File: src/rtl/radix_walker.sv
module radix_walker #(
  parameter int AW       = 56,
  parameter int EW       = 64,
  parameter int IW       = 5,
  parameter int SW       = 7,
  parameter int TOP_SIZE = 52,
  parameter int TOP_BITS = 13,
  parameter int MID_BITS = 9,
  parameter int ALT_BITS = 5,
  parameter int LAST_LVL = 3,
  parameter int PN_LSB   = 12,
  parameter int NB_LSB   = 8
) (
  input  logic          clk,
  input  logic          rst_n,
  input  logic          start,
  input  logic [EW-1:0] va,
  input  logic [AW-1:0] root_base,
  input  logic [IW-1:0] root_bits,
  input  logic [SW-1:0] total_size,
  output logic          mem_req,
  output logic [AW-1:0] mem_addr,
  input  logic          mem_rsp_valid,
  input  logic [EW-1:0] mem_rsp_data,
  output logic          busy,
  output logic          done,
  output logic          fault,
  output logic          cause_noent,
  output logic          cause_badcfg,
  output logic [EW-1:0] leaf_entry,
  output logic [SW-1:0] page_bits,
  output logic [AW-1:0] real_addr
);
  localparam int LW = $clog2(LAST_LVL + 2);
  localparam int VB = EW - 1;
  localparam int LB = EW - 2;

  typedef enum logic [1:0] {S_IDLE, S_CHK, S_WAIT} st_t;
  st_t st;

  logic [EW-1:0] va_q;
  logic [AW-1:0] base_q;
  logic [IW-1:0] bits_q;
  logic [SW-1:0] rem_q;
  logic [LW-1:0] lvl_q;
  logic          lvl_ok;

  function automatic logic [AW-1:0] align(input logic [AW-1:0] b, input logic [IW-1:0] n);
    return b & ({AW{1'b1}} << (int'(n) + 3));
  endfunction

  always_comb begin
    if (lvl_q == '0)
      lvl_ok = (rem_q == SW'(TOP_SIZE)) && (bits_q == IW'(TOP_BITS));
    else if (int'(lvl_q) < LAST_LVL)
      lvl_ok = bits_q == IW'(MID_BITS);
    else if (int'(lvl_q) == LAST_LVL)
      lvl_ok = (bits_q == IW'(MID_BITS)) || (bits_q == IW'(ALT_BITS));
    else
      lvl_ok = 1'b0;
  end

  logic [SW-1:0] sh, rem_n;
  logic [EW-1:0] idx;
  logic [AW-1:0] pmask, rpn, nbase;

  assign sh       = rem_q - SW'(bits_q);
  assign idx      = (va_q >> sh) & ~({EW{1'b1}} << bits_q);
  assign mem_addr = base_q + {idx[AW-4:0], 3'b000};
  assign mem_req  = (st == S_CHK) && lvl_ok;
  assign busy     = st != S_IDLE;
  assign rem_n    = rem_q - SW'(bits_q);
  assign pmask    = ~({AW{1'b1}} << rem_n);
  assign rpn      = {mem_rsp_data[AW-1:PN_LSB], {PN_LSB{1'b0}}};
  assign nbase    = {mem_rsp_data[AW-1:NB_LSB], {NB_LSB{1'b0}}};

  always_ff @(posedge clk) begin
    if (!rst_n) begin
      st           <= S_IDLE;
      va_q         <= '0;
      base_q       <= '0;
      bits_q       <= '0;
      rem_q        <= '0;
      lvl_q        <= '0;
      done         <= 1'b0;
      fault        <= 1'b0;
      cause_noent  <= 1'b0;
      cause_badcfg <= 1'b0;
      leaf_entry   <= '0;
      page_bits    <= '0;
      real_addr    <= '0;
    end else begin
      done  <= 1'b0;
      fault <= 1'b0;
      case (st)
        S_IDLE: if (start) begin
          va_q         <= va;
          base_q       <= align(root_base, root_bits);
          bits_q       <= root_bits;
          rem_q        <= total_size;
          lvl_q        <= '0;
          cause_noent  <= 1'b0;
          cause_badcfg <= 1'b0;
          st           <= S_CHK;
        end
        S_CHK: if (!lvl_ok) begin
          fault        <= 1'b1;
          cause_badcfg <= 1'b1;
          st           <= S_IDLE;
        end else begin
          st <= S_WAIT;
        end
        S_WAIT: if (mem_rsp_valid) begin
          if (!mem_rsp_data[VB]) begin
            fault       <= 1'b1;
            cause_noent <= 1'b1;
            st          <= S_IDLE;
          end else if (mem_rsp_data[LB]) begin
            done       <= 1'b1;
            leaf_entry <= mem_rsp_data;
            page_bits  <= rem_n;
            real_addr  <= (rpn & ~pmask) | (va_q[AW-1:0] & pmask);
            st         <= S_IDLE;
          end else begin
            bits_q <= mem_rsp_data[IW-1:0];
            base_q <= align(nbase, mem_rsp_data[IW-1:0]);
            rem_q  <= rem_n;
            lvl_q  <= lvl_q + 1'b1;
            st     <= S_CHK;
          end
        end
        default: st <= S_IDLE;
      endcase
    end
  end
endmodule

File: config.mk
export PLATFORM = sky130hd
export DESIGN_NAME = radix_walker
export DESIGN_NICKNAME = d
export VERILOG_FILES = /design/src/rtl/radix_walker.sv
export SDC_FILE = /design/constraint.sdc
export NUM_CORES = 1
export LEC_CHECK = 0
export BUFFER_PORTS_ARGS = -buffer_cell sky130_fd_sc_hd__buf_2
export CORE_UTILIZATION = 50
export DETAILED_ROUTE_END_ITERATION = 10
export PLACE_DENSITY = 0.77
export SLEW_MARGIN = 10
export SYNTH_ARGS = -nofsm -noshare
export SYNTH_HDL_FRONTEND = slang
export SYNTH_SLANG_ARGS = --single-unit
File: constraint.sdc
create_clock -name clk -period 5.4 [get_ports clk]
set_input_delay 1.08 -clock clk [delete_from_list [all_inputs] [get_ports clk]]
set_output_delay 1.08 -clock clk [all_outputs]
set_load 0.1 [all_outputs]
==> results.env <==
NUMBER_OF_H_TREE_LEVELS=1
FIN_CRIT_NS=7.30
CLOCK_SKEW_NS=0.0302
REPORT.FINAL.SETUP_VIOL=52
FINAL_CELLS=3645
RSZ_0062_RAISED_AFTER_GLOBAL_ROUTING='true'
AREA.GROWTH.SYNTH_TO_FINAL_PCT=52.3
PLACE_WS_NS=-1.64
GRT_START_MAX_NET_PINS=123
REGISTER_AREA_UM2=5350
FIN_CRIT_SH_PCT=135
ANTENNA_FOUND_INITIAL=14
YOSYS_MOST_USED_DFF='dfxtp_1'
MAX_CLOCK_FREQ_GHz=0.137
UTILIZATION_AFTER_LAYOUT_PCT=77.4
ROUTABILITY_CONGESTION_ESTIMATE=1.08
DPL.HPWL_MM=69.4
POWER.IR.VDD_WORST_mV=0.300
YS_SEQ_AREA_SHARE_PCT=28.8
LIBRARY_CELL_OCCUPYING_THE_MOST_AREA_IN_THE_POST_SYNTHESIS_NETLIST='dfxtp_1'
YOSYSUNIQUECELLTYPES=87
GLOBALROUTETOTALUTIL_PCT=46.7
ANTENNA_LEFT=0
RUN_STATUS='complete, but fails checks'
DIE-HEIGHT_UM=195
SYNTH.AVG_CELL_AREA_UM2=7.59
DRC_VIOLATION_COUNT_AFTER_ROUTING=0
FIN_NETS=3396
GRT.OVERFLOW.TOTAL=0
ENDPOINT_KIND='output port'
TOTAL_LEAKAGE_POWER_nW=12.1
DRTITER0DRC=2856
ASYNC_RESET_FF_SHARE_PCT=0
FP.COREAREA_UM2=36500
NUMBER_OF_WARNING_MESSAGES_IN_THE_YOSYS_LOG=0
WL_PER_CELL_UM=25.3
GRT_PASS1_VIAS=22900
WORSTSETUPSTARTPOINTTYPE='register'
SYNTH_LARGEST_TYPE_AREA_FRACTION_PCT=28.8
TIMING_HOLD_VIOLATIONS_FINAL=0
FINAL_CELL_AREA_UM2=28300
CTS_HOLD_REPAIR.BUFFERS=0
BUFFER_PORTS.INSERTED=388
INITIAL_UTILIZATION_PCT=50.8
NUMBER_OF_ITERATIONS_IN_THE_FIRST_DETAILED_ROUTING_PASS=6
WORST-ENDPOINT-ARRIVAL_NS=6.22
NUMBER_OF_BUFFERS_ADDED_BY_THE_CLOCK_TREE_SYNTHESIS_STEP=28
TOTALPOWERFINAL_mW=10.3
CRIT_FANOUT=7
GRT_FIRST_PASS_WIRELENGTH_MM=136
CRITPATHKIND='reg2out'
NUM_ROWS=70
POST_DRT_VIA_CELL_RATIO=6.53
FINAL_MAX_SLEW_VIOL_COUNT=0
DETAILROUTE.VIA_COUNT=23800
DIE_W_UM=195
NUMPLACEDINSTANCES=3530
NUM-FILL-CELLS=2490
SYNTH.NET_COUNT=2699
TIMING.HOLD.WORST.CLASS='reg2reg'
CTS.REPORTEDPATHS.CLKPINSLEW_NS=0.07
CLOCK_SINK_COUNT=267
PLACEMENT.CELL_AREA_UM2=25600
MAXCAPVIOLCOUNT=0
PNR_WORST_SETUP_SLACK_NS=-1.90
FINALHOLDWORSTSLACK_NS=0.454
VIOLATIONS='setup timing'
TIGHTEST_SLEW_NS=1.24
DRT_WL_TOTAL_MM=92.3
SYNTHCELLS=2446
CP.REQUIRED_NS=4.32
POST_SYNTH_MAIN_AREA_CONTRIBUTORS='dfxtp_1 29%, nand2_1 8.7%, a21oi_1 7.1%'
IOS=389
MULTI_INPUT_COMB_AREA_UM2=14400
POST_ROUTE_CELLS_DRIVE_ABOVE_1_SHARE_PCT=40.2
P_PER_AREA_nW_PER_UM2=363
FIN_SETUP_TNS_NS=-78.78
TRITONCTS='yes'
CLOCK_TREE.ROOT_CELL='clkbuf_16'
CLK_LATENCY_NS=0.59
DIE_AREA_UM2=37900
CLOCK_TREE.BUFFER_DEPTH=3
MAX-SLEW-MARGIN-REL_PCT=17.6
EDFF_COUNT_SYNTH=0
SYNTH.CELL_AREA_UM2=18600
SYNTH-SEQ-CELLS=267
state kept, by name, indices dropped and copies added, names as in the netlist:
register / cells
base_q: 56
cause_badcfg: 1
lvl_q: 3
done: 1
rem_q: 7
real_addr: 56
va_q: 64
bits_q: 5
leaf_entry: 63
page_bits: 7
fault: 1
st: 2
cause_noent: 1
report_power, final:
part | switching, mW | internal (mW)
sequential | 0.138 | 2.05
clock | 0.862 | 1.16
combinational | 3.50 | 2.55
cell families (layout without fill, tap and decap cells):
logic type               after synthesis  after routing  share of synthesized area, %
AND/OR/NAND/NOR                      913            913                          21.8
AO/OA/AOI/OAI                        729            729                          25.2
flip-flops                           267            267                          28.8
buffers and inverters                253            968                          6.05
multiplexers                         177            177                          11.8
XOR/XNOR                              54             54                          2.63
adder cells (fa/ha/maj)               53             53                          3.65
other                                  0             16                             0
timing repair:
item	CTS	global route
pin swaps	66	56
resized for setup	199	67
setup endpoints to repair	53	53
setup buffers	37	20
gates cloned	2	0
path summary, 6_finish.rpt:
kind	to	slack, ns	cells after the start	from
max	mem_addr[39]	-1.90	26	rem_q[0]
min	leaf_entry[57]	0.45	2	leaf_entry[57]
max reg2reg	base_q[12]	1.73	8	st[0]
min reg2reg	leaf_entry[57]	0.45	2	leaf_entry[57]
cells in the final DEF, fill, tap and decap left out, types with 22 or more instances in the layout:
cell type and n:
a211oi_1 34, a21oi_1 235, a311oi_1 28, a31oi_1 28
buf_12 71, buf_2 335, buf_4 439, clkbuf_16 28
dfxtp_1 265, ha_1 39, inv_1 43, mux2_2 25
mux2i_1 81, mux2i_2 22, mux4_2 29, nand2_1 418
nand3_1 56, nand4_1 22, nor2_1 182, nor3_1 46
o211ai_1 64, o21ai_0 112, xor2_4 25
synthesized netlist by cell type (46+ instances only):
cell type / instances
a211oi_1: 46
a21oi_1: 264
buf_2: 53
clkbuf_1: 116
dfxtp_1: 267
ha_1: 51
inv_1: 46
mux2i_1: 110
nand2_1: 429
nand3_1: 58
nor2_1: 206
nor3_1: 68
o211ai_1: 64
o21ai_0: 136
final cells by class:
| type | count | share of cell area [%] |
|---|---|---|
| well taps | 468 | 2.07 |
| clock buffers | 36 | 2.76 |
| diodes | 16 | 0.142 |
| repair buffers | 872 | 23.9 |
| flip-flops and latches | 267 | 18.9 |
| inverters | 48 | 0.660 |
| clock inverters | 12 | 0.567 |
| multi-input cells | 1926 | 51.0 |
metal layers:
metal | wire length [um] | vias up | track usage (%)
met5 | 0 | - | 0
li1 | - | 10200 | -
met2 | 40000 | 1833 | 72.2
met3 | 10200 | 503 | 9.72
met4 | 8630 | 0 | 36.2
met1 | 33500 | 11200 | 56.9
critical path: stages, from the launching register on:
cell and delay (ns):
dfxtp_2 0.34, inv_2 0.04, ha_4 0.15, fa_4 0.81
buf_12 0.15, buf_12 0.13, mux2i_1 0.08, mux2_4 0.32
mux4_2 0.54, buf_4 0.17, nor2_2 0.09, nor3_2 0.07
buf_4 0.15, a2111oi_4 0.30, buf_4 0.19, ha_4 0.18
nand2_1 0.12, a21oi_1 0.24, nand2_1 0.17, a21oi_2 0.17
buf_4 0.14, a41oi_4 0.12, buf_12 0.18, buf_12 0.13
nor3b_4 0.27, xor2_4 0.20, buf_12 0.19
No activity file was read; power rests on OpenSTA's default activity.
